--- src/rtl/lsz_pkg.sv ---
package lsz_pkg;

   typedef enum logic [1:0] {
      SZ_ONE  = 2'b00,
      SZ_PAIR = 2'b01,
      SZ_FULL = 2'b10,
      SZ_RSVD = 2'b11
   } size_code_t;

   // Unused encoding is read as the smallest size.
   function automatic size_code_t size_norm(input logic [1:0] raw);
      size_norm = (raw == 2'b11) ? SZ_ONE : size_code_t'(raw);
   endfunction

endpackage

--- src/rtl/lsz_pattern.sv ---
module lsz_pattern #(
   parameter int SUBLINES = 4,
   localparam int POS_W = $clog2(SUBLINES)
) (
   input  logic [POS_W-1:0]    pos,
   input  logic [SUBLINES-1:0] adj,
   output logic [SUBLINES-1:0] pat,
   output logic                pair_ok,
   output logic                full_ok,
   output logic                solo
);

   logic [SUBLINES-1:0] ref_hot;

   generate
      for (genvar i = 0; i < SUBLINES; i++) begin : g_hot
         assign ref_hot[i] = (pos == POS_W'(i));
      end
   endgenerate

   assign pat     = adj | ref_hot;
   assign full_ok = &pat;
   assign solo    = (pat == ref_hot);

   // aligned pair holding the reference
   always_comb begin
      pair_ok = 1'b0;
      for (int p = 0; p < SUBLINES / 2; p++) begin
         if (pos[POS_W-1:1] == (POS_W-1)'(p))
            pair_ok = pat[2*p] & pat[2*p+1];
      end
   end

endmodule

--- src/rtl/lsz_next.sv ---
module lsz_next
   import lsz_pkg::*;
(
   input  size_code_t cur,
   input  logic       pair_ok,
   input  logic       full_ok,
   input  logic       solo,
   output size_code_t nxt
);

   always_comb begin
      nxt = cur;
      unique case (cur)
         SZ_ONE:  nxt = pair_ok ? SZ_PAIR : SZ_ONE;
         SZ_PAIR: begin
            if (full_ok)   nxt = SZ_FULL;
            else if (solo) nxt = SZ_ONE;
            else           nxt = SZ_PAIR;
         end
         SZ_FULL: nxt = full_ok ? SZ_FULL : SZ_PAIR;
         default: nxt = pair_ok ? SZ_PAIR : SZ_ONE;
      endcase
   end

endmodule

--- src/rtl/lsz_store.sv ---
module lsz_store
   import lsz_pkg::*;
#(
   parameter int ENTRIES = 128,
   localparam int ENT_W = (ENTRIES > 1) ? $clog2(ENTRIES) : 1
) (
   input  logic             clk,
   input  logic             rst,
   input  logic [ENT_W-1:0] raddr,
   output size_code_t       rd_code,
   input  logic             we,
   input  logic [ENT_W-1:0] waddr,
   input  size_code_t       wdata
);

   logic [ENTRIES-1:0][1:0] code_q;

   always_ff @(posedge clk) begin
      if (rst) begin
         code_q <= '0;
      end else if (we) begin
         for (int e = 0; e < ENTRIES; e++) begin
            if (waddr == ENT_W'(e)) code_q[e] <= wdata;
         end
      end
   end

   assign rd_code = size_norm(code_q[raddr]);

   // a write lands in the addressed entry
   a_r3_write_lands: assert property (@(posedge clk) disable iff (rst)
      we |=> (code_q[$past(waddr)] == $past(wdata)));

   // no write, no change anywhere
   a_r9_idle_stable: assert property (@(posedge clk) disable iff (rst)
      !we |=> $stable(code_q));

endmodule

--- src/rtl/lsz_tracker.sv ---
module lsz_tracker
   import lsz_pkg::*;
#(
   parameter int SECTORS     = 128,
   parameter int GROUP_SHIFT = 0,
   parameter int SUBLINES    = 4,
   localparam int IDX_W   = $clog2(SECTORS),
   localparam int ENTRIES = SECTORS >> GROUP_SHIFT,
   localparam int ENT_W   = (ENTRIES > 1) ? $clog2(ENTRIES) : 1,
   localparam int POS_W   = $clog2(SUBLINES)
) (
   input  logic             clk,
   input  logic             rst,
   input  logic             lk_valid,
   input  logic [IDX_W-1:0] lk_sector,
   input  logic [1:0]       lk_pos,
   input  logic [3:0]       lk_adj,
   output logic [1:0]       size_code
);

   generate
      if (SUBLINES != 4) begin : g_bad_sub
         $error("lsz_tracker: SUBLINES must be 4");
      end
      if ((1 << IDX_W) != SECTORS) begin : g_bad_sec
         $error("lsz_tracker: SECTORS must be a power of two");
      end
      if (GROUP_SHIFT < 0 || GROUP_SHIFT >= IDX_W) begin : g_bad_grp
         $error("lsz_tracker: GROUP_SHIFT out of range");
      end
   endgenerate

   logic [ENT_W-1:0] ent;

   generate
      if (GROUP_SHIFT == 0) begin : g_per_sector
         assign ent = ENT_W'(lk_sector);
      end else begin : g_grouped
         assign ent = ENT_W'(lk_sector >> GROUP_SHIFT);
      end
   endgenerate

   logic [3:0] pat;
   logic       pair_ok, full_ok, solo;
   size_code_t cur, nxt;

   lsz_pattern #(.SUBLINES(SUBLINES)) u_pat (
      .pos     (POS_W'(lk_pos)),
      .adj     (lk_adj),
      .pat     (pat),
      .pair_ok (pair_ok),
      .full_ok (full_ok),
      .solo    (solo)
   );

   lsz_store #(.ENTRIES(ENTRIES)) u_store (
      .clk     (clk),
      .rst     (rst),
      .raddr   (ent),
      .rd_code (cur),
      .we      (lk_valid),
      .waddr   (ent),
      .wdata   (nxt)
   );

   lsz_next u_next (
      .cur     (cur),
      .pair_ok (pair_ok),
      .full_ok (full_ok),
      .solo    (solo),
      .nxt     (nxt)
   );

   assign size_code = cur;

   // only legal codes reach the refill side
   a_r1_legal_code: assert property (@(posedge clk) disable iff (rst)
      size_code != 2'b11);

   // growth never skips a size
   a_r4_one_step: assert property (@(posedge clk) disable iff (rst)
      (lk_valid && cur == SZ_ONE) |-> (nxt != SZ_FULL));

   // a broken full sector falls to the pair size
   a_r6_full_drop: assert property (@(posedge clk) disable iff (rst)
      (lk_valid && cur == SZ_FULL && !(&pat)) |-> (nxt == SZ_PAIR));

   // a lone reference pattern never grows the code
   a_r7_solo_no_grow: assert property (@(posedge clk) disable iff (rst)
      (lk_valid && solo) |-> (nxt <= cur));

endmodule

--- config.mk ---
export PLATFORM = sky130hd
export DESIGN_NAME = lsz_tracker
export DESIGN_NICKNAME = d
export VERILOG_FILES = /design/src/rtl/lsz_pkg.sv /design/src/rtl/lsz_pattern.sv /design/src/rtl/lsz_next.sv /design/src/rtl/lsz_store.sv /design/src/rtl/lsz_tracker.sv
export SDC_FILE = /design/constraint.sdc
export NUM_CORES = 1
export LEC_CHECK = 0
export BUFFER_PORTS_ARGS = -buffer_cell sky130_fd_sc_hd__buf_4
export CAP_MARGIN = 0
export CORE_UTILIZATION = 46
export CTS_CLUSTER_DIAMETER = 50
export CTS_CLUSTER_SIZE = 30
export DETAILED_ROUTE_END_ITERATION = 10
export GPL_TIMING_DRIVEN = 0
export PLACE_DENSITY_LB_ADDON = 0.05
export SLEW_MARGIN = 20
export SYNTH_ARGS = -nofsm -noshare
export SYNTH_HDL_FRONTEND = slang
export SYNTH_SLANG_ARGS = --single-unit
--- constraint.sdc ---
create_clock -name clk -period 3.6 [get_ports clk]
set_input_delay 0 -clock clk [delete_from_list [all_inputs] [get_ports clk]]
set_output_delay 0 -clock clk [all_outputs]
set_load 0.01 [all_outputs]
==> results.toml, run 1 <==
[outcome]
run_status = "finished clean"

[drt]
dr.pass1.iters = 6
vias = 12000
wl_per_cell_um = 25.5
met1_length_um = 19900
routed_wl_um = 46700
drc_errors = 0
antenna_left = 0
met2_wirelength_um = 20400
drt_iter0_drc = 1499
dr_wl_met3_um = 4060
vias_per_cell = 6.55
maxUsedRoutingLayer = "met4"

[die]
top_level_ports = 18
die_h_um = 167
die_w_um = 167
rows = 60
dieArea_um2 = 27900
initial_core_util_pct = 46.7
fp.coreArea_um2 = 26800

[power_and_ir_drop]
power_mw = 6.95
power.density_nw_per_um2 = 490
leakagePower_nw = 4.48
ir_drop_uv = 396

[synth]
ys_ff_latch = 256
ys_warn_count = 0
synthesis.area_um2 = 12500
synth_cell_types = 49
synth-edff-count = 0
synth_area_leader_cell = "dfxtp_1"
netlist.area_leader.share_pct = 40.9
synth-async-reset-ratio_pct = 0
synth_common_cells = "256 x dfxtp_1, 218 x nor2_1, 174 x o21ai_0"
synth_nets = 1437
synthTopCellsByArea = "dfxtp_1 41%, mux4_2 9.4%, o21ai_0 7.0%"
yosysMostFrequentCell = "dfxtp_1"
yosysSeqAreaShare_pct = 40.9
postSynthAreaPerCell_um2 = 8.83
netlist_instances = 1418
synthFlopType = "dfxtp_1"

[cells_and_area]
largest_register_ffs = 256
syn2layout_area_growth_pct = 13.2
drive_above_1_share_pct = 15.9
instances_no_fill = 1829
nets = 1483
num_antenna_cells = 0
fillCellCount = 2574
largest-register = "u_store.code_q"
post-route-util_pct = 52.9
final_cell_area_um2 = 14200
reg_top3 = "u_store.code_q: 256 flops"

[placement]
placed_area_um2 = 13100
place_congestion = 1.03
place_ws_ps = -968
io_buffer_count = 14
post-dp-hpwl_um = 32800
place_inst = 1773

[global_route]
grt_overflow_total = 0
grt_pass1_wl_um = 70400
antenna_found_initial = 0
grt_pass1_vias = 11200
grt_use_total_pct = 33.3
grt_max_degree = 17

[setup_path]
cp.required_ps = 4100
worstSetupStartpointType = "register"
cp_data_arrival_time_ps = 4000
endpoint_kind = "register"
setup.worst_path.class = "reg2reg"
crit_fanout = 10

[sta]
drv_slew = 0
rsz0062_at_grt = "false"
finalCritPeriodShare_pct = 97.4
worst_slew_pin_slew_ps = 1110
max_slew_margin_pct = 26.0
finalCriticalPeriod_ps = 3510
clock_skew_ps = 27.2
max_freq_mhz = 285
setup_ws_ps = 93.0
fin_setup_tns_ps = 0
setup-violations-final = 0
final-hold-violation-count = 0
hold_ws_ps = 68.1

[clock_network]
clock_latency_ps = 570
cts.sinks = 256
cts_max_path_buffers = 3
root_buffer = "clkbuf_16"
htree_levels = 1
path_clk_slew_ps = 70
numCtsBuffers = 30
cts_tree = "yes"

[hold_path]
hold_path_class = "in2reg"

[run]
max_cap_violations = 0
power by group:
group | switching [mW] | internal [mW] | total [mW]
Clock | 1.40 | 1.97 | 3.37
Combinational | 0.576 | 0.172 | 0.748
Sequential | 0.00322 | 2.84 | 2.84
Total | 1.98 | 4.98 | 6.95
per-layer routing:
metal,vias up,track usage [%]
li1,5399,-
met2,601,50.3
met5,-,0
met1,5863,45.8
met3,125,5.87
met4,0,16.7
worst max-delay path, cell delays in order (launching register included):
cell	delay (ps)
dfxtp_1	350
mux4_2	480
mux2i_1	340
o22ai_1	140
nor3_1	320
a2bb2oi_1	130
ha_1	370
nor2_1	160
clkbuf_2	360
clkbuf_1	460
nand3_1	180
a21oi_1	150
layout by cell type, fill, tap and decap left out, types with 11 or more instances in the layout:
cell	instances
dfxtp_1	256
nor2_1	218
o21ai_0	174
nand3_1	148
a21oi_1	135
clkbuf_1	80
a31oi_1	52
mux4_2	52
a311oi_2	50
mux2i_1	36
nand2_1	31
clkbuf_16	31
a311oi_1	29
buf_4	27
buf_2	23
clkbuf_2	18
a22oi_1	13
nor3_1	11
repair_timing:
action	4_1_cts	5_1_grt
hold buffers	0	0
resized for setup	4	25
endpoints found under the hold margin	0	0
endpoints found under the setup margin	125	94
buffers inserted	0	0
final cells by class:
| cell class | count | area, um2 | share of cell area (%) |
|---|---|---|---|
| plain buffers | 146 | 686 | 4.84 |
| clock buffers | 35 | 821 | 5.79 |
| clock inverters | 21 | 282 | 1.99 |
| inverters | 7 | 26.3 | 0.185 |
| multi-input cells | 1009 | 6710 | 47.3 |
| flip-flops and latches | 256 | 5120 | 36.1 |
| well taps | 341 | 427 | 3.01 |
| repair buffers | 14 | 105 | 0.741 |
logic make-up after synthesis:
kind of cell	synth area share (%)
AO/OA/AOI/OAI	25.3
buffers and inverters	5.50
AND/OR/NAND/NOR	15.5
adder cells (fa/ha/maj)	0.300
multiplexers	12.5
flip-flops	40.9
path summary, 6_finish.rpt:
check                                                       from                          endpoint  slack, ps  cells past startpoint
worst max register to register   u_store.code_q[30]$_SDFFE_PP0P_   u_store.code_q[15]$_SDFFE_PP0P_         90                     11
worst min-delay path                                lk_sector[6]  u_store.code_q[133]$_SDFFE_PP0P_         70                      5
worst min register to register  u_store.code_q[247]$_SDFFE_PP0P_  u_store.code_q[247]$_SDFFE_PP0P_        470                      2
worst max-delay path             u_store.code_q[30]$_SDFFE_PP0P_   u_store.code_q[15]$_SDFFE_PP0P_         90                     11
Note: power is estimated with default switching activity, not from simulation.
==> inputs of run 2 (changes only) <==
CORE_MARGIN = 2   (was default)
CTS_BUF_LIST = sky130_fd_sc_hd__clkbuf_16   (was default)
==> results.toml, run 2 (synthesis gave the netlist of run 1 again) <==
[sta]
finalCriticalPeriod_ps = 3540
fin_setup_tns_ps = 0
final-hold-violation-count = 0
max_freq_mhz = 282
drv_slew = 0
clock_skew_ps = 10.9
finalCritPeriodShare_pct = 98.4
max_slew_margin_pct = 32.3
worst_slew_pin_slew_ps = 1020
setup-violations-final = 0
setup_ws_ps = 57.2
rsz0062_at_grt = "false"

[clock_network]
htree_levels = 2
clock_latency_ps = 510
path_clk_slew_ps = 60
cts_setup_buffers = 0
cts.sinks = 256
cts_hold_buffers = 0
cts_tree = "yes"
numCtsBuffers = 36
cts_max_path_buffers = 3
cts_resized = 6
root_buffer = "clkbuf_16"

[die]
die_w_um = 169
die_h_um = 169
dieArea_um2 = 28600
top_level_ports = 18
fp.coreArea_um2 = 26900
initial_core_util_pct = 46.6
rows = 60

[placement]
io_buffer_count = 14
placed_area_um2 = 13100
place_ws_ps = -1060
place_congestion = 0.964
post-dp-hpwl_um = 32600

[setup_path]
max_stage_delay_ps = 520
endpoint_kind = "register"
crit_cells = 10
worstSetupStartpointType = "register"
worstPathCellList = "mux4_2 > mux2i_1 > a21oi_1 > o2111ai_1 > a2bb2oi_1 > ha_1 > o211ai_1 > buf_2 > clkdlybuf4s18_2 > a311oi_2"
worstReg2RegStart = "u_store.code_q[126]$_SDFFE_PP0P_"
cp.required_ps = 3950
r2r-end = "u_store.code_q[178]$_SDFFE_PP0P_"
cp_top_family = "compound AO/OA/AOI/OAI gates"
r2r_cells = 10
slowest_stage = "clkdlybuf4s18_2"
r2r_slack_ps = 60
crit_buf_inv = 2
setup.worst_path.class = "reg2reg"
crit_fanout = 10
cp_data_arrival_time_ps = 3890

[global_route]
grt_pass1_wl_um = 71200
antenna_found_initial = 1
grt_max_degree = 15
grt_use_total_pct = 32.9
grt_overflow_total = 0
grt_pass1_vias = 11600

[cells_and_area]
final_cell_area_um2 = 14300
layout_common_cells = "256 x dfxtp_1, 218 x nor2_1, 174 x o21ai_0"
post-route-util_pct = 53.0
syn2layout_area_growth_pct = 13.9
reg_top3 = "u_store.code_q: 256 flops"
nets = 1489
mostFrequentLayoutCell = "dfxtp_1"
drive_above_1_share_pct = 16.5
num_antenna_cells = 0
largest-register = "u_store.code_q"
largest_register_ffs = 256

[hold_path]
min_to = "u_store.code_q[37]$_SDFFE_PP0P_"
hold_path_startpoint = "lk_valid"
min_path_cells = 5
hold_path_class = "in2reg"

[outcome]
run_status = "finished clean"

[drt]
dr.pass1.iters = 6
drc_errors = 0
routed_wl_um = 46900
drt_iter0_drc = 1407
vias_per_cell = 6.59
vias = 12100
antenna_left = 0
wl_per_cell_um = 25.6

[power_and_ir_drop]
power.density_nw_per_um2 = 499
ir_drop_uv = 315
leakagePower_nw = 4.53

[run]
max_cap_violations = 0
-- run 2: cell count changes in the layout (fill, tap and decap cells not counted), moves of 3 or more --
cell | before | now
inv_8 | 4 | 1
clkbuf_8 | 3 | 0
buf_1 | 8 | 2
clkbuf_16 | 31 | 37
inv_1 | 6 | 10
clkinv_1 | 0 | 3
clkinvlp_4 | 1 | 6
clkbuf_2 | 18 | 24
-- run 2: worst max path at each step --
stage / startpoint / to / slack (ps)
floorplan: lk_sector[1] / u_store.code_q[12]$_SDFFE_PP0P_ / 770
global placement: lk_sector[3] / u_store.code_q[178]$_SDFFE_PP0P_ / -1040
detailed placement: lk_sector[3] / u_store.code_q[178]$_SDFFE_PP0P_ / -1060
CTS: u_store.code_q[94]$_SDFFE_PP0P_ / u_store.code_q[126]$_SDFFE_PP0P_ / 0.9
global route: u_store.code_q[126]$_SDFFE_PP0P_ / u_store.code_q[188]$_SDFFE_PP0P_ / 20
finish: u_store.code_q[126]$_SDFFE_PP0P_ / u_store.code_q[178]$_SDFFE_PP0P_ / 60
-- run 2: power breakdown --
part | switching [mW] | leakage (nW) | total [mW] | internal, mW
registers | 0.00326 | 2.06 | 2.84 | 2.84
logic | 0.593 | 1.90 | 0.768 | 0.175
clock network | 1.40 | 0.569 | 3.50 | 2.10
total | 2.00 | 4.53 | 7.11 | 5.11
-- run 2: area by class of cell --
class	count	area, um2
inverters	7	26.3
plain buffers	146	699
multi-input cells	1009	6720
clock buffers	37	926
clock inverters	26	233
flip-flops and latches	256	5120
fillers	2544	12600
repair buffers	14	105
well taps	341	427
-- run 2: per-layer routing --
| metal | track usage, % | routed length (um) | vias to the layer above |
|---|---|---|---|
| met5 | 0 | 0 | - |
| met4 | 13.3 | 1810 | 0 |
| met3 | 6.90 | 4520 | 107 |
| met2 | 52.0 | 21000 | 637 |
| met1 | 44.0 | 19600 | 5957 |
| li1 | - | - | 5395 |
-- run 2: through the flow --
| step | cells | hold slack, ps | total power, mW |
|---|---|---|---|
| 6_report | 1836 | 74.6 | 7.11 |
| 5_1_grt | 1836 | 66.5 | 7.27 |
| 4_1_cts | 1836 | 49.9 | 7.09 |
| 3_5_place_dp | 1773 | 467 | 3.64 |
| 3_3_place_gp | 1773 | 459 | 3.64 |
| 2_1_floorplan | 1418 | 332 | 3.36 |
-- run 2: worst register-to-register path, stage by stage (launching register included) --
cell,delay [ps]
dfxtp_1,320
mux4_2,490
mux2i_1,230
a21oi_1,130
o2111ai_1,480
a2bb2oi_1,170
ha_1,350
o211ai_1,120
buf_2,420
clkdlybuf4s18_2,520
a311oi_2,160
